[src/rtl/dma_engine_pkg.sv]
package dma_engine_pkg;
    localparam int REG_W        = 32;
    localparam int CTRL_START   = 0;
    localparam int CTRL_DIR     = 1;
    localparam int CTRL_BURST   = 2;
    localparam int CTRL_SEL_LSB = 8;

    typedef enum logic [1:0] {
        RG_CTRL   = 2'd0,
        RG_ADDR   = 2'd1,
        RG_COUNT  = 2'd2,
        RG_STATUS = 2'd3
    } reg_sel_e;

    typedef enum logic [2:0] {
        S_IDLE = 3'd0,
        S_GET  = 3'd1,
        S_REQ  = 3'd2,
        S_WR   = 3'd3,
        S_RD   = 3'd4,
        S_RDW  = 3'd5,
        S_PUT  = 3'd6
    } xfer_state_e;
endpackage

[src/rtl/dma_cmd_regs.sv]
module dma_cmd_regs
    import dma_engine_pkg::*;
#(
    parameter int AW   = 16,
    parameter int CW   = 16,
    parameter int SELW = 4
) (
    input  logic             clk,
    input  logic             rst_n,
    input  logic             cfg_we,
    input  logic [1:0]       cfg_addr,
    input  logic [REG_W-1:0] cfg_wdata,
    input  logic             busy_i,
    input  logic             done_i,
    output logic             start_o,
    output logic             dir_o,
    output logic             burst_o,
    output logic [SELW-1:0]  sel_o,
    output logic [AW-1:0]    addr_o,
    output logic [CW-1:0]    cnt_o,
    output logic             irq_o
);
    typedef struct packed {
        logic            dir;
        logic            burst;
        logic [SELW-1:0] sel;
        logic [AW-1:0]   addr;
        logic [CW-1:0]   cnt;
        logic            irq;
    } regs_t;

    regs_t q, d;
    logic  wr_ctrl, wr_addr, wr_cnt, wr_stat, irq_clr;
    logic  wdata_unused;

    assign wdata_unused = ^cfg_wdata;
    assign wr_ctrl = cfg_we && (reg_sel_e'(cfg_addr) == RG_CTRL);
    assign wr_addr = cfg_we && (reg_sel_e'(cfg_addr) == RG_ADDR);
    assign wr_cnt  = cfg_we && (reg_sel_e'(cfg_addr) == RG_COUNT);
    assign wr_stat = cfg_we && (reg_sel_e'(cfg_addr) == RG_STATUS);
    assign irq_clr = wr_stat && cfg_wdata[0];

    always_comb begin
        d = q;
        start_o = 1'b0;
        if (wr_ctrl && !busy_i) begin
            d.dir   = cfg_wdata[CTRL_DIR];
            d.burst = cfg_wdata[CTRL_BURST];
            d.sel   = cfg_wdata[CTRL_SEL_LSB +: SELW];
            start_o = cfg_wdata[CTRL_START];
        end
        if (wr_addr) d.addr = cfg_wdata[AW-1:0];
        if (wr_cnt)  d.cnt  = cfg_wdata[CW-1:0];
        if (done_i)       d.irq = 1'b1;
        else if (irq_clr) d.irq = 1'b0;
    end

    always_ff @(posedge clk) begin
        if (!rst_n) q <= '0;
        else        q <= d;
    end

    assign dir_o   = d.dir;
    assign burst_o = d.burst;
    assign sel_o   = d.sel;
    assign addr_o  = q.addr;
    assign cnt_o   = q.cnt;
    assign irq_o   = q.irq;

    // the interrupt is cleared only by an explicit status write
    a_r8_irq_sticky: assert property (@(posedge clk) disable iff (!rst_n)
        (q.irq && !irq_clr) |=> q.irq);

    // an empty job completes on the next cycle with the engine idle
    a_r9_zero_done: assert property (@(posedge clk) disable iff (!rst_n)
        (start_o && q.cnt == '0) |=> (q.irq && !busy_i));
endmodule

[src/rtl/dma_xfer_seq.sv]
module dma_xfer_seq
    import dma_engine_pkg::*;
#(
    parameter int DW   = 32,
    parameter int AW   = 16,
    parameter int CW   = 16,
    parameter int SELW = 4
) (
    input  logic            clk,
    input  logic            rst_n,
    input  logic            start_i,
    input  logic            dir_i,
    input  logic            burst_i,
    input  logic [SELW-1:0] sel_i,
    input  logic [AW-1:0]   addr_i,
    input  logic [CW-1:0]   cnt_i,
    output logic            done_o,
    output logic            busy_o,
    output logic            bus_req_o,
    input  logic            bus_gnt_i,
    output logic [AW-1:0]   mem_addr_o,
    output logic            mem_we_o,
    output logic            mem_re_o,
    output logic [DW-1:0]   mem_wdata_o,
    input  logic [DW-1:0]   mem_rdata_i,
    output logic [SELW-1:0] per_sel_o,
    output logic            tx_valid_o,
    input  logic            tx_ready_i,
    output logic [DW-1:0]   tx_data_o,
    input  logic            rx_valid_i,
    output logic            rx_ready_o,
    input  logic [DW-1:0]   rx_data_i
);
    localparam logic [CW-1:0] CNT_ONE  = CW'(1);
    localparam logic [AW-1:0] ADDR_ONE = AW'(1);

    typedef struct packed {
        xfer_state_e     st;
        logic            dir;
        logic            burst;
        logic            req;
        logic [SELW-1:0] sel;
        logic [AW-1:0]   addr;
        logic [CW-1:0]   cnt;
        logic [DW-1:0]   buf_w;
        logic            buf_vld;
    } seq_t;

    seq_t q, d;

    always_comb begin
        d      = q;
        done_o = 1'b0;
        unique case (q.st)
            S_IDLE: begin
                if (start_i) begin
                    if (cnt_i == '0) begin
                        done_o = 1'b1;
                    end else begin
                        d.dir   = dir_i;
                        d.burst = burst_i;
                        d.sel   = sel_i;
                        d.addr  = addr_i;
                        d.cnt   = cnt_i;
                        d.st    = dir_i ? S_REQ : S_GET;
                        d.req   = dir_i;
                    end
                end
            end
            S_GET: begin
                if (rx_valid_i) begin
                    d.buf_w   = rx_data_i;
                    d.buf_vld = 1'b1;
                    if (q.req) begin
                        d.st = S_WR;
                    end else begin
                        d.st  = S_REQ;
                        d.req = 1'b1;
                    end
                end
            end
            S_REQ: begin
                if (bus_gnt_i) d.st = q.dir ? S_RD : S_WR;
            end
            S_WR: begin
                d.addr    = q.addr + ADDR_ONE;
                d.cnt     = q.cnt - CNT_ONE;
                d.buf_vld = 1'b0;
                if (q.cnt == CNT_ONE) begin
                    done_o = 1'b1;
                    d.st   = S_IDLE;
                    d.req  = 1'b0;
                end else begin
                    d.st  = S_GET;
                    d.req = q.burst;
                end
            end
            S_RD: begin
                d.addr = q.addr + ADDR_ONE;
                d.cnt  = q.cnt - CNT_ONE;
                d.st   = S_RDW;
            end
            S_RDW: begin
                d.buf_w   = mem_rdata_i;
                d.buf_vld = 1'b1;
                d.st      = S_PUT;
                d.req     = q.burst && (q.cnt != '0);
            end
            S_PUT: begin
                if (tx_ready_i) begin
                    d.buf_vld = 1'b0;
                    if (q.cnt == '0) begin
                        done_o = 1'b1;
                        d.st   = S_IDLE;
                        d.req  = 1'b0;
                    end else if (q.req) begin
                        d.st = S_RD;
                    end else begin
                        d.st  = S_REQ;
                        d.req = 1'b1;
                    end
                end
            end
            default: d.st = S_IDLE;
        endcase
    end

    always_ff @(posedge clk) begin
        if (!rst_n) q <= '0;
        else        q <= d;
    end

    assign busy_o      = (q.st != S_IDLE);
    assign bus_req_o   = q.req;
    assign mem_addr_o  = q.addr;
    assign mem_we_o    = (q.st == S_WR);
    assign mem_re_o    = (q.st == S_RD);
    assign mem_wdata_o = q.buf_w;
    assign tx_data_o   = q.buf_w;
    assign tx_valid_o  = (q.st == S_PUT);
    assign rx_ready_o  = (q.st == S_GET);
    assign per_sel_o   = q.sel;

    // memory strobes only under a granted request
    a_r3_access_needs_grant: assert property (@(posedge clk) disable iff (!rst_n)
        (mem_we_o || mem_re_o) |-> (bus_req_o && bus_gnt_i));

    // a memory write always carries a received peripheral word
    a_r4_write_has_word: assert property (@(posedge clk) disable iff (!rst_n)
        mem_we_o |-> q.buf_vld);

    // a stalled outgoing word holds steady
    a_r5_tx_hold: assert property (@(posedge clk) disable iff (!rst_n)
        (tx_valid_o && !tx_ready_i) |=> (tx_valid_o && $stable(tx_data_o)));

    // word-steal mode releases the bus after each word
    a_r6_word_release: assert property (@(posedge clk) disable iff (!rst_n)
        (!q.burst && (q.st == S_WR || q.st == S_RDW)) |=> !bus_req_o);

    // block mode keeps the bus while more than one word remains
    a_r7_burst_hold: assert property (@(posedge clk) disable iff (!rst_n)
        (busy_o && q.burst && bus_req_o && bus_gnt_i && q.cnt > CNT_ONE) |=> bus_req_o);
endmodule

[src/rtl/dma_engine.sv]
module dma_engine
    import dma_engine_pkg::*;
#(
    parameter int DW   = 32,
    parameter int AW   = 16,
    parameter int CW   = 16,
    parameter int SELW = 4
) (
    input  logic            clk,
    input  logic            rst_n,
    input  logic            cfg_we,
    input  logic [1:0]      cfg_addr,
    input  logic [31:0]     cfg_wdata,
    output logic            busy,
    output logic            irq,
    output logic            bus_req,
    input  logic            bus_gnt,
    output logic [AW-1:0]   mem_addr,
    output logic            mem_we,
    output logic            mem_re,
    output logic [DW-1:0]   mem_wdata,
    input  logic [DW-1:0]   mem_rdata,
    output logic [SELW-1:0] per_sel,
    output logic            tx_valid,
    input  logic            tx_ready,
    output logic [DW-1:0]   tx_data,
    input  logic            rx_valid,
    output logic            rx_ready,
    input  logic [DW-1:0]   rx_data
);
    logic            start_w, dir_w, burst_w, done_w;
    logic [SELW-1:0] sel_w;
    logic [AW-1:0]   addr_w;
    logic [CW-1:0]   cnt_w;

    dma_cmd_regs #(.AW(AW), .CW(CW), .SELW(SELW)) u_regs (
        .clk(clk), .rst_n(rst_n),
        .cfg_we(cfg_we), .cfg_addr(cfg_addr), .cfg_wdata(cfg_wdata),
        .busy_i(busy), .done_i(done_w),
        .start_o(start_w), .dir_o(dir_w), .burst_o(burst_w), .sel_o(sel_w),
        .addr_o(addr_w), .cnt_o(cnt_w), .irq_o(irq)
    );

    dma_xfer_seq #(.DW(DW), .AW(AW), .CW(CW), .SELW(SELW)) u_seq (
        .clk(clk), .rst_n(rst_n),
        .start_i(start_w), .dir_i(dir_w), .burst_i(burst_w), .sel_i(sel_w),
        .addr_i(addr_w), .cnt_i(cnt_w),
        .done_o(done_w), .busy_o(busy),
        .bus_req_o(bus_req), .bus_gnt_i(bus_gnt),
        .mem_addr_o(mem_addr), .mem_we_o(mem_we), .mem_re_o(mem_re),
        .mem_wdata_o(mem_wdata), .mem_rdata_i(mem_rdata),
        .per_sel_o(per_sel),
        .tx_valid_o(tx_valid), .tx_ready_i(tx_ready), .tx_data_o(tx_data),
        .rx_valid_i(rx_valid), .rx_ready_o(rx_ready), .rx_data_i(rx_data)
    );
endmodule

[config.mk]
export PLATFORM = sky130hd
export DESIGN_NAME = dma_engine
export DESIGN_NICKNAME = d
export VERILOG_FILES = /design/src/rtl/dma_engine_pkg.sv /design/src/rtl/dma_cmd_regs.sv /design/src/rtl/dma_xfer_seq.sv /design/src/rtl/dma_engine.sv
export SDC_FILE = /design/constraint.sdc
export NUM_CORES = 1
export LEC_CHECK = 0
export BUFFER_PORTS_ARGS = -buffer_cell sky130_fd_sc_hd__buf_4
export CAP_MARGIN = 40
export CORE_MARGIN = 2
export CORE_UTILIZATION = 54
export CTS_CLUSTER_SIZE = 16
export DETAILED_ROUTE_END_ITERATION = 16
export GPL_ROUTABILITY_DRIVEN = 0
export PLACE_DENSITY = 0.86
export SKIP_LAST_GASP = 1
export SLEW_MARGIN = 40
export SYNTH_ARGS = -nofsm -noshare
export SYNTH_HDL_FRONTEND = slang
export SYNTH_SLANG_ARGS = --single-unit
export TNS_END_PERCENT = 50
[constraint.sdc]
create_clock -name clk -period 3.4 [get_ports clk]
set_clock_uncertainty 0.2 [all_clocks]
set_input_delay 0.34 -clock clk [delete_from_list [all_inputs] [get_ports clk]]
set_output_delay 0.34 -clock clk [all_outputs]
set_load 0.1 [all_outputs]
==> results.cfg <==
[status]
outcome = complete, no violations

[clock_tree]
clk_pin_slew_worst_paths_ns = 0.11
cts_made_buffers = 9
cts_tree = built
clk_latency_ns = 0.37
htreeDepth = 3
cts_resized = 0
cts_buffer_depth = 2
cts.sink_count = 107
ctsHoldBuffers = 0
postCtsSetupRepairBufs = 0
cts_root_buf = clkbuf_8

[sta]
slew_headroom = 0.538
final_max_slew_viol_count = 0
hold_violations = 0
period_needed_ns = 2.71
rsz0062_at_grt = false
setup_violations = 0
clock.fmax_mhz = 369
fin_crit_sh = 0.796
worst_pin_slew_ns = 0.693
fin_setup_tns_ns = 0

[detailed_routing]
wl_met1_mm = 6.16
viasPerCell = 5.74
wl_met2_mm = 7.38
top_layer_used = met4
antenna_left = 0
via_count = 5218
drc_errors = 0
wire_per_inst_um = 16.4
dr_wl_met3_mm = 1.10
drt_wl_total_mm = 14.9
drt_first_pass_iters = 5
drt_iter0_markers = 354

[power]
irDropWorstVdd_mv = 0.215
cellPowerDensity_nw_per_um2 = 352
cellLeakagePower_nw = 2.85

[finish]
final_area_um2 = 6630
fin_nets = 875
filler_cell_count = 835
regArea_um2 = 2140
synthToLayoutAreaGrowth_pct = 17.7
multi_input_area_um2 = 2660
drive_gt1_frac = 0.285
diodes = 0
final_util = 0.648

[floorplanning]
num_io_pins = 195
fp.dieW_um = 106
dieArea_um2 = 11300
core_area_um2 = 10200
fp-row-count = 37
die_h_um = 106
start_util = 0.551

[logic_synthesis]
syn_nets = 804
yosysTopAreaCell = dfxtp_1
yosysMostFrequentCell = dfxtp_1
synth.top_cell.area_share = 0.380
synth.distinct_cells = 58
yosysSeqAreaShare = 0.380
ys.flop_type = dfxtp_1
avgSynthCellArea_um2 = 8.08
synth_area_leaders = dfxtp_1, buf_4, a21oi_1
ys_warn_count = 0
syn_inst = 697
syn_area_um2 = 5630
async_flop_share = 0
ys_ff_latch = 107
synth_common_cells = dfxtp_1, nand2_1, buf_4, a21oi_1, nor2_1
synth_enable_flop_cells = 0

[place]
placed_cell_area_um2 = 6430
port_buffers = 178
hpwl_mm = 11.1

[grt]
grt_pass1_wl_mm = 23.5
antenna_found_initial = 0
track_usage = 0.256
grt_overflow = 0
grt_max_degree = 59
grt_pass1_vias = 4844

[critical_path]
worst_setup_path_end_kind = flip-flop
crit_fanout = 8
critPathKind = flip-flop to flip-flop
cp_data_arrival_time_ns = 2.76
start_kind = flip-flop
required_ns = 3.45

[hold_path]
hold_path_class = input pin to flip-flop

[run]
maxCapViolCount = 0
==> layout by cell type (no fill, tap or decap), drive strengths merged, types with 5 or more instances in the layout <==
cell,netlist,routed
buf,96,190
dfxtp,107,107
nand2,98,98
a21oi,77,77
nor2,60,60
a211oi,34,34
mux2i,32,32
o21ai,17,17
nand3,14,14
clkbuf,34,10
inv,8,10
nand4,9,9
nor4,9,9
o211ai,8,8
nor3,7,7
or3,7,7
a31oi,6,6
a2bb2oi,5,5
==> critical path, stage by stage, from the launching register on <==
cell and delay, ns:
dfxtp_1 0.35, inv_1 0.13, ha_1 0.32, or4b_2 0.62, nor4_1 0.46, nor4_1 0.11
a211oi_1 0.28, o21ai_0 0.14
==> layer usage <==
layer,vias up,track usage
met5,-,0
met3,23,0.0466
met4,0,0.0940
met1,2438,0.312
met2,243,0.449
li1,2514,-
==> state kept, by name, indices dropped and copies added (netlist names) <==
name	count
u_seq.q	21
u_seq.mem_addr_o	16
u_seq.per_sel_o	4
u_regs.addr_o	16
u_regs.cnt_o	16
u_seq.mem_wdata_o	32
u_regs.irq_o	1
u_seq.bus_req_o	1
==> worst paths after layout <==
path | start | to | slack [ns] | cells after the start
min reg2reg | u_regs.addr_o[9] | u_regs.addr_o[9] | 0.26 | 2
min | cfg_wdata[5] | u_regs.addr_o[5] | 0.02 | 3
max | u_seq.q[33] | u_seq.q[73] | 0.69 | 7
max reg2reg | u_seq.q[33] | u_seq.q[73] | 0.69 | 7
==> where the power goes <==
group	total (mW)	internal [mW]	switching (mW)	leakage [nW]
logic	0.246	0.108	0.138	1.90
registers	1.29	1.27	0.0149	0.864
clock network	0.803	0.348	0.455	0.0935
==> cell type report <==
type	count	share of cell area
Sequential cell	107	0.323
Multi-Input combinational cell	452	0.401
Clock buffer	10	0.0193
Timing Repair Buffer	190	0.215
Clock inverter	6	0.0108
Inverter	8	0.00453
Tap cell	136	0.0257
==> kinds of logic (layout without fill, tap and decap cells) <==
group / after synthesis / in the layout / share of synthesized area
AOI/OAI and AO/OA: 172 / 172 / 0.191
xor gates and xnor gates: 8 / 8 / 0.0124
adders and majority gates: 3 / 3 / 0.00666
buffers and inverters: 138 / 214 / 0.150
DFF: 107 / 107 / 0.380
muxes: 32 / 32 / 0.0569
and+or+nand+nor: 237 / 237 / 0.202
==> stage by stage <==
stage          setup WS (ns)  hold WS (ns)  total power [mW]  instances
6_report               0.692        0.0156              2.33        909
2_1_floorplan          0.588         0.231              1.44        697
5_1_grt                0.563        0.0237              2.41        909
3_3_place_gp           0.870         0.242              1.55        893
3_5_place_dp           0.788         0.252              1.56        893
4_1_cts                0.720        0.0157              2.34        909
(Power assumes the default switching activity.)
